### src/rtl/irq_bank_pkg.sv
package irq_bank_pkg;

  // Host-visible register offsets (byte addresses)
  localparam int unsigned OFS_MASK_SET = 32'h08;
  localparam int unsigned OFS_MASK_CLR = 32'h0C;
  localparam int unsigned OFS_MASK_RD  = 32'h10;
  localparam int unsigned OFS_STATUS   = 32'h14;

  // Source positions within the status and mask vectors
  typedef enum int unsigned {
    SRC_RX_TRIG     = 0,
    SRC_RX_EMPTY    = 1,
    SRC_RX_FULL     = 2,
    SRC_TX_EMPTY    = 3,
    SRC_TX_FULL     = 4,
    SRC_RX_OVERRUN  = 5,
    SRC_FRAME_ERR   = 6,
    SRC_PARITY_ERR  = 7,
    SRC_RX_TIMEOUT  = 8,
    SRC_MODEM_DELTA = 9,
    SRC_TX_TRIG     = 10,
    SRC_TX_NEARFULL = 11,
    SRC_TX_OVERRUN  = 12
  } irq_src_e;

  localparam int unsigned NUM_IRQ_SRC = 13;

endpackage

### src/rtl/irq_host_decode.sv
module irq_host_decode
  import irq_bank_pkg::*;
#(
  parameter int ADDR_W  = 6,
  parameter int DATA_W  = 32,
  parameter int NUM_SRC = 13
) (
  input  logic               host_wr,
  input  logic               host_rd,
  input  logic [ADDR_W-1:0]  host_addr,
  input  logic [DATA_W-1:0]  host_wdata,
  input  logic [NUM_SRC-1:0] mask_q,
  input  logic [NUM_SRC-1:0] status_q,
  output logic [NUM_SRC-1:0] mask_set,
  output logic [NUM_SRC-1:0] mask_clr,
  output logic [NUM_SRC-1:0] status_ack,
  output logic [DATA_W-1:0]  rdata_d
);

  localparam logic [ADDR_W-1:0] A_SET  = ADDR_W'(OFS_MASK_SET);
  localparam logic [ADDR_W-1:0] A_CLR  = ADDR_W'(OFS_MASK_CLR);
  localparam logic [ADDR_W-1:0] A_MASK = ADDR_W'(OFS_MASK_RD);
  localparam logic [ADDR_W-1:0] A_STAT = ADDR_W'(OFS_STATUS);

  logic [NUM_SRC-1:0] wbits;
  logic               unused_wdata_hi;

  assign wbits           = host_wdata[NUM_SRC-1:0];
  assign unused_wdata_hi = ^host_wdata[DATA_W-1:NUM_SRC];

  always_comb begin
    mask_set   = '0;
    mask_clr   = '0;
    status_ack = '0;
    if (host_wr) begin
      unique case (host_addr)
        A_SET:   mask_set   = wbits;
        A_CLR:   mask_clr   = wbits;
        A_STAT:  status_ack = wbits;
        default: ;
      endcase
    end
  end

  always_comb begin
    rdata_d = '0;
    if (host_rd) begin
      unique case (host_addr)
        A_MASK:  rdata_d = DATA_W'(mask_q);
        A_STAT:  rdata_d = DATA_W'(status_q);
        default: rdata_d = '0;
      endcase
    end
  end

endmodule

### src/rtl/irq_mask_reg.sv
module irq_mask_reg #(
  parameter int NUM_SRC = 13
) (
  input  logic               clk,
  input  logic               rst,
  input  logic [NUM_SRC-1:0] mask_set,
  input  logic [NUM_SRC-1:0] mask_clr,
  output logic [NUM_SRC-1:0] mask_q
);

  always_ff @(posedge clk) begin
    if (rst) mask_q <= '0;
    else     mask_q <= (mask_q | mask_set) & ~mask_clr;
  end


  mask_reset_chk: assert property (@(posedge clk) rst |=> (mask_q == '0));

  mask_set_chk: assert property (@(posedge clk) disable iff (rst)
    (mask_set != '0) |=> ((mask_q & $past(mask_set)) == $past(mask_set)));

  mask_clr_chk: assert property (@(posedge clk) disable iff (rst)
    (mask_clr != '0) |=> ((mask_q & $past(mask_clr)) == '0));

  mask_hold_chk: assert property (@(posedge clk) disable iff (rst)
    (mask_set == '0 && mask_clr == '0) |=> $stable(mask_q));

endmodule

### src/rtl/irq_sticky_status.sv
module irq_sticky_status #(
  parameter int NUM_SRC = 13
) (
  input  logic               clk,
  input  logic               rst,
  input  logic [NUM_SRC-1:0] evt_pulse,
  input  logic [NUM_SRC-1:0] status_ack,
  output logic [NUM_SRC-1:0] status_q
);

  // Event capture takes priority over a clear in the same cycle
  always_ff @(posedge clk) begin
    if (rst) status_q <= '0;
    else     status_q <= (status_q & ~status_ack) | evt_pulse;
  end


  status_reset_chk: assert property (@(posedge clk) rst |=> (status_q == '0));

  evt_capture_chk: assert property (@(posedge clk) disable iff (rst)
    (evt_pulse != '0) |=> ((status_q & $past(evt_pulse)) == $past(evt_pulse)));

  sticky_hold_chk: assert property (@(posedge clk) disable iff (rst)
    (status_ack == '0) |=> ((status_q & $past(status_q)) == $past(status_q)));

  ack_clear_chk: assert property (@(posedge clk) disable iff (rst)
    (status_ack != '0) |=> ((status_q & $past(status_ack & ~evt_pulse)) == '0));

endmodule

### src/rtl/irq_status_bank.sv
module irq_status_bank
  import irq_bank_pkg::*;
#(
  parameter int ADDR_W  = 6,
  parameter int DATA_W  = 32,
  parameter int NUM_SRC = NUM_IRQ_SRC
) (
  input  logic               clk,
  input  logic               rst,
  input  logic               host_wr,
  input  logic               host_rd,
  input  logic [ADDR_W-1:0]  host_addr,
  input  logic [DATA_W-1:0]  host_wdata,
  input  logic [NUM_SRC-1:0] evt_pulse,
  output logic [DATA_W-1:0]  host_rdata,
  output logic               irq_out
);

  logic [NUM_SRC-1:0] mask_q;
  logic [NUM_SRC-1:0] status_q;
  logic [NUM_SRC-1:0] mask_set;
  logic [NUM_SRC-1:0] mask_clr;
  logic [NUM_SRC-1:0] status_ack;
  logic [DATA_W-1:0]  rdata_d;

  irq_host_decode #(
    .ADDR_W (ADDR_W),
    .DATA_W (DATA_W),
    .NUM_SRC(NUM_SRC)
  ) u_decode (
    .host_wr   (host_wr),
    .host_rd   (host_rd),
    .host_addr (host_addr),
    .host_wdata(host_wdata),
    .mask_q    (mask_q),
    .status_q  (status_q),
    .mask_set  (mask_set),
    .mask_clr  (mask_clr),
    .status_ack(status_ack),
    .rdata_d   (rdata_d)
  );

  irq_mask_reg #(.NUM_SRC(NUM_SRC)) u_mask (
    .clk     (clk),
    .rst     (rst),
    .mask_set(mask_set),
    .mask_clr(mask_clr),
    .mask_q  (mask_q)
  );

  irq_sticky_status #(.NUM_SRC(NUM_SRC)) u_status (
    .clk       (clk),
    .rst       (rst),
    .evt_pulse (evt_pulse),
    .status_ack(status_ack),
    .status_q  (status_q)
  );

  always_ff @(posedge clk) begin
    if (rst) begin
      host_rdata <= '0;
      irq_out    <= 1'b0;
    end else begin
      host_rdata <= rdata_d;
      irq_out    <= |(status_q & mask_q);
    end
  end


  irq_follow_chk: assert property (@(posedge clk) disable iff (rst)
    1'b1 |=> (irq_out == $past(|(status_q & mask_q))));

  rdata_idle_chk: assert property (@(posedge clk) disable iff (rst)
    !host_rd |=> (host_rdata == '0));

  rdata_hi_zero_chk: assert property (@(posedge clk) disable iff (rst)
    host_rdata[DATA_W-1:NUM_SRC] == '0);

  out_reset_chk: assert property (@(posedge clk)
    rst |=> (!irq_out && host_rdata == '0));

endmodule

### config.mk
export PLATFORM = sky130hd
export DESIGN_NAME = irq_status_bank
export DESIGN_NICKNAME = d
export VERILOG_FILES = /design/src/rtl/irq_bank_pkg.sv /design/src/rtl/irq_host_decode.sv /design/src/rtl/irq_mask_reg.sv /design/src/rtl/irq_sticky_status.sv /design/src/rtl/irq_status_bank.sv
export SDC_FILE = /design/constraint.sdc
export NUM_CORES = 1
export LEC_CHECK = 0
export BUFFER_PORTS_ARGS = -buffer_cell sky130_fd_sc_hd__buf_2
export CORE_MARGIN = 5
export CORE_UTILIZATION = 46
export CTS_CLUSTER_SIZE = 24
export DETAILED_ROUTE_END_ITERATION = 10
export GPL_TIMING_DRIVEN = 0
export PLACE_DENSITY = 0.81
export SLEW_MARGIN = 20
export SYNTH_ARGS = -nofsm -noshare
export SYNTH_HDL_FRONTEND = slang
export SYNTH_SLANG_ARGS = --single-unit
### constraint.sdc
create_clock -name clk -period 1.7 [get_ports clk]
set_input_delay 0.34 -clock clk [delete_from_list [all_inputs] [get_ports clk]]
set_output_delay 0.34 -clock clk [all_outputs]
set_load 0.05 [all_outputs]
==> results.py, run 1 <==
metrics = {
    "sta": {
        "maxSlewViolCount": 0,
        "fin_crit_ns": 1.51,
        "slew_headroom_pct": 48.4,
        "hold_viol": 0,
        "rsz0062_at_grt": "no",
        "setup_ws_ns": 0.190,
        "fin_tns_setup_ns": 0,
        "max_freq_mhz": 662,
        "tightest_slew_ns": 0.773,
        "setup_violations": 0,
        "finalCritPeriodShare_pct": 88.8,
        "fin_worst_skew_ns": 0.00437,
        "whs_ns": 0.272,
    },
    "placement": {
        "dp_slack_ns": -0.0895,
        "place_congestion": 0.873,
        "place_area_um2": 2200,
        "placed_cells": 309,
        "dp_hpwl_um": 3610,
        "portBuffers": 47,
    },
    "worst_setup_path": {
        "critPathMaxStageDelay_ns": 0.43,
        "crit_chain": "buf_2 -> nor2b_1 -> clkbuf_1 -> a41oi_1 -> a311oi_1",
        "worst-path-max-fanout": 10,
        "worst_ep_arrival_time_ns": 1.70,
        "crit_required_ns": 1.89,
        "critPathSlowestCell": "clkbuf_1",
        "rr_worst_depth": 3,
        "end_kind": "flop",
        "critPathKind": "input port to flop",
        "startpoint_type": "input port",
    },
    "die": {
        "core_um2": 3940,
        "die_h_um": 73.2,
        "die_area_um2": 5350,
        "placementRows": 23,
        "io_pins": 88,
        "start_util_pct": 46.6,
        "die_w_um": 73.2,
    },
    "route": {
        "first_iter_violations": 205,
        "first_pass_iters": 4,
        "route.met2.wl_um": 2340,
        "wl_um": 4960,
        "num_vias": 1729,
        "vias_per_cell": 5.45,
        "wl_met1_um": 2140,
        "drc": 0,
        "dr.max_layer_used": "met4",
        "wl_per_cell_um": 15.7,
        "dr_wl_met3_um": 415,
        "ant_nets": 0,
    },
    "final_layout": {
        "final_cells": 317,
        "final_cell_area_um2": 2310,
        "antenna_cells": 0,
        "n_fill_cell": 365,
        "drive_above_1_share_pct": 33.3,
        "utilization_pct": 58.6,
        "syn_to_final_growth_pct": 25.8,
        "fin_nets": 321,
    },
    "synthesis": {
        "ys.flop_type": "dfxtp_1",
        "synth_area_leaders": "dfxtp_1 44%, buf_4 7.8%, a22oi_1 6.5%, a311oi_1 6.2%, a41oi_1 6.2%",
        "synth_edf_count": 0,
        "syn_area_per_cell_um2": 9.46,
        "ys_types": 27,
        "synth_seq_cells": 40,
        "synth.yosys.seq_area_share_pct": 43.6,
        "synth.largest_area_cell": "dfxtp_1",
        "syn_area_um2": 1840,
        "syn-instance-count": 194,
        "yosysTopAreaCellShare_pct": 43.6,
        "async_reset_ff_share_pct": 0,
        "ys_warn_count": 0,
    },
    "grt": {
        "track_usage_pct": 20.1,
        "grt_first_pass_wirelength_um": 8360,
        "first_global_vias": 1839,
        "overflow": 0,
        "antenna_found_initial": 0,
        "grt_start_max_net_pins": 13,
    },
    "clocking": {
        "clockRootBuffer": "clkbuf_8",
        "htreeDepth": 2,
        "cts_buffer_depth": 2,
        "numCtsBuffers": 5,
        "clk_pin_slew_ns": 0.08,
        "clkSinkCount": 40,
        "cts_hold_buffers": 0,
        "cts_tree": "yes",
        "clock_latency_ns": 0.29,
    },
    "run_status": {
        "outcome": "completed",
    },
    "min_path": {
        "min_path_cells": 2,
        "hp-class": "input port to flop",
    },
    "power_and_ir_drop": {
        "p_per_area_nw_per_um2": 886,
        "p_leak_nw": 0.917,
        "peakVddDrop_v": 0.000304,
        "power_mw": 2.05,
    },
    "job": {
        "cap_violations": 0,
    },
}
Yosys cell counts (all sizes together), types with 10 or more instances:
library cell	instances
a311oi	13
nor2	26
nor3	13
nor4	14
a41oi	13
clkbuf	10
buf	24
nand2	13
a22oi	16
dfxtp	40
report_power, final:
| group | internal, mW | total [mW] | switching [mW] |
|---|---|---|---|
| registers | 0.961 | 0.981 | 0.0206 |
| logic | 0.0920 | 0.301 | 0.209 |
| clock network | 0.436 | 0.764 | 0.329 |
path summary, 6_finish.rpt:
check | slack [ns] | from | endpoint
worst max register to register | 0.59 | u_mask.mask_q[9]$_SDFF_PP0_ | irq_out$_SDFF_PP0_
worst min-delay path | 0.27 | host_wdata[5] | u_mask.mask_q[5]$_SDFF_PP0_
worst min register to register | 0.51 | u_status.status_q[10]$_SDFF_PP0_ | u_status.status_q[10]$_SDFF_PP0_
worst max-delay path | 0.19 | host_addr[4] | u_mask.mask_q[0]$_SDFF_PP0_
layout make-up:
class / count / area (µm²) / area share, %
timing repair buffer: 47 / 235 / 10.2
clock inverter: 2 / 35.0 / 1.52
clock buffer: 6 / 72.6 / 3.14
sequential: 40 / 801 / 34.7
tap: 50 / 62.6 / 2.71
buffer: 34 / 216 / 9.38
multi-input combinational: 138 / 886 / 38.4
worst max-delay path, delay by kind of cell:
kind	cells	cell delay, ns
buffers and inverters	2	0.53
AO/OA/AOI/OAI	2	0.53
AND/OR/NAND/NOR	1	0.29
cells in the final DEF, fill, tap and decap left out, types with 9 or more instances in the layout:
cell type / instances
conb_1: 19
nand2_1: 13
a22oi_1: 16
nor2_1: 26
buf_2: 49
buf_4: 19
nor3_1: 13
dfxtp_1: 40
nor4_2: 9
clkbuf_1: 10
a41oi_1: 13
a311oi_1: 13
registers in the layout, indices dropped and copies added (netlist names):
signal	cells
host_rdata	13
irq_out	1
u_mask.mask_q	13
u_status.status_q	13
logic make-up (layout without fill, tap and decap cells):
logic type      Yosys count  count (layout)  synth area share, %
buf+inv                  34              89                 11.8
flops                    40              40                 43.6
simple gates             73              73                 23.6
other cells               1              19                0.204
compound gates           46              46                 20.8
per-layer routing:
layer / track usage (%) / up-vias
li1: - / 845
met1: 26.6 / 785
met2: 31.4 / 90
met3: 4.55 / 9
met4: 8.20 / 0
met5: 0 / -
what timing repair did:
| action | CTS | global route |
|---|---|---|
| setup endpoints to repair | 0 | 1 |
| setup buffers | 0 | 0 |
| gates resized for setup | 0 | 1 |
No activity file was read; power rests on OpenSTA's default activity.
==> run 2: changes to the inputs <==
--- a/config.mk
+++ b/config.mk
@@ -7,11 +7,11 @@
 export LEC_CHECK = 0
 export BUFFER_PORTS_ARGS = -buffer_cell sky130_fd_sc_hd__buf_2
 export CORE_MARGIN = 5
-export CORE_UTILIZATION = 46
+export CORE_UTILIZATION = 49
 export CTS_CLUSTER_SIZE = 24
 export DETAILED_ROUTE_END_ITERATION = 10
 export GPL_TIMING_DRIVEN = 0
-export PLACE_DENSITY = 0.81
+export PLACE_DENSITY = 0.85
 export SLEW_MARGIN = 20
 export SYNTH_ARGS = -nofsm -noshare
 export SYNTH_HDL_FRONTEND = slang
==> constraint.sdc (replaced) <==
create_clock -name clk -period 1.81 [get_ports clk]
set_input_delay 0.362 -clock clk [delete_from_list [all_inputs] [get_ports clk]]
set_output_delay 0.362 -clock clk [all_outputs]
set_load 0.05 [all_outputs]
==> run 2 against run 1 <==
Effect of this change:
- routed wire length hardly changed
- non-clock buffer count stayed put
- clock skew hardly changed
- critical path depth stayed put
- largest power group unchanged
==> results.py, run 2 (synthesized netlist as in run 1, its figures left out) <==
metrics = {
    "final_layout": {
        "fin_nets": 321,
        "final_cell_area_um2": 2290,
        "top_regs": "host_rdata: 13 flops, u_mask.mask_q: 13 flops, u_status.status_q: 13 flops",
        "layout_commonest_cell": "buf_2",
        "drive_above_1_share_pct": 33.0,
        "syn_to_final_growth_pct": 24.7,
        "utilization_pct": 63.0,
        "final_cells": 315,
        "mostFrequentLayoutCells": "49 x buf_2, 40 x dfxtp_1, 26 x nor2_1, 19 x buf_4, 19 x conb_1",
        "antenna_cells": 0,
    },
    "clocking": {
        "clockRootBuffer": "clkbuf_8",
        "htreeDepth": 2,
        "cts_buffer_depth": 2,
        "clk_pin_slew_ns": 0.07,
        "numCtsBuffers": 5,
        "cts_setup_buffers": 0,
        "post_cts_resized": 0,
        "cts_tree": "yes",
        "clock_latency_ns": 0.30,
        "clkSinkCount": 40,
        "cts_hold_buffers": 0,
    },
    "run_status": {
        "outcome": "completed",
    },
    "die": {
        "die_h_um": 71.2,
        "placementRows": 22,
        "core_um2": 3630,
        "die_w_um": 71.2,
        "io_pins": 88,
        "start_util_pct": 50.5,
        "die_area_um2": 5070,
    },
    "route": {
        "ant_nets": 0,
        "num_vias": 1804,
        "drc": 0,
        "wl_per_cell_um": 15.8,
        "wl_um": 4970,
        "first_pass_iters": 5,
        "vias_per_cell": 5.73,
        "first_iter_violations": 203,
    },
    "worst_setup_path": {
        "end_kind": "flop",
        "critPathKind": "input port to flop",
        "startpoint_type": "input port",
        "worst_ep_arrival_time_ns": 1.73,
        "worst-path-max-fanout": 10,
        "crit_required_ns": 2.00,
        "rr_worst_depth": 3,
    },
    "sta": {
        "finalCritPeriodShare_pct": 85.1,
        "setup_violations": 0,
        "maxSlewViolCount": 0,
        "max_freq_mhz": 649,
        "hold_viol": 0,
        "rsz0062_at_grt": "no",
        "tightest_slew_ns": 0.701,
        "fin_tns_setup_ns": 0,
        "fin_crit_ns": 1.54,
        "slew_headroom_pct": 53.3,
        "fin_worst_skew_ns": 0.00395,
    },
    "min_path": {
        "hp-class": "input port to flop",
        "min_path_cells": 2,
    },
    "grt": {
        "grt_start_max_net_pins": 12,
        "overflow": 0,
        "grt_first_pass_wirelength_um": 8430,
        "track_usage_pct": 20.8,
        "first_global_vias": 1772,
        "antenna_found_initial": 0,
    },
    "power_and_ir_drop": {
        "peakVddDrop_v": 0.000368,
        "p_leak_nw": 0.907,
        "power_mw": 1.81,
        "p_per_area_nw_per_um2": 792,
    },
    "placement": {
        "placed_cells": 307,
        "portBuffers": 47,
        "place_congestion": 0.903,
        "place_area_um2": 2200,
        "dp_hpwl_um": 3590,
    },
    "job": {
        "cap_violations": 0,
    },
}
run 2: cell types whose count changed in the layout (fill, tap and decap cells not counted), sizes merged:
cell	previous run	this run
clkbuf	15	18
bufinv	1	0
buf	72	71
clkinv	1	0
run 2: metrics by stage:
stage               worst slack, ns  hold WS [ns]
floorplan                     0.320         0.480
finish                        0.270         0.298
global route                  0.129         0.319
detailed placement           0.0340         0.499
global placement             0.0555         0.493
CTS                           0.296         0.299
run 2: critical path: stages:
cell and delay, ns:
buf_2 0.10, nor2b_1 0.29, clkbuf_1 0.43, a41oi_1 0.20
a311oi_1 0.35
run 2: power breakdown:
group / total (mW) / leakage (nW) / switching [mW] / internal [mW]
clock network: 0.608 / 0.0455 / 0.298 / 0.311
logic: 0.283 / 0.535 / 0.197 / 0.0865
registers: 0.921 / 0.326 / 0.0184 / 0.903
total: 1.81 / 0.907 / 0.513 / 1.30
run 2: routing by layer:
metal | track usage (%) | share of wire (%)
met3 | 5.68 | 8.3
met5 | 0 | 0
met4 | 7.93 | 2.2
met2 | 32.9 | 50
met1 | 26.8 | 40
run 2: layout make-up:
type	count	area, µm²
repair buffers	47	235
plain buffers	34	216
flip-flops and latches	40	801
fillers	324	1350
clock buffers	8	90.1
well taps	48	60.1
multi-input cells	138	886
run 2: path summary, 6_finish.rpt:
kind | from | to | slack (ns)
max reg2reg | u_mask.mask_q[5]$_SDFF_PP0_ | irq_out$_SDFF_PP0_ | 0.72
max | host_addr[4] | u_mask.mask_q[12]$_SDFF_PP0_ | 0.27
min | host_wdata[2] | u_mask.mask_q[2]$_SDFF_PP0_ | 0.30
min reg2reg | u_status.status_q[10]$_SDFF_PP0_ | u_status.status_q[10]$_SDFF_PP0_ | 0.51
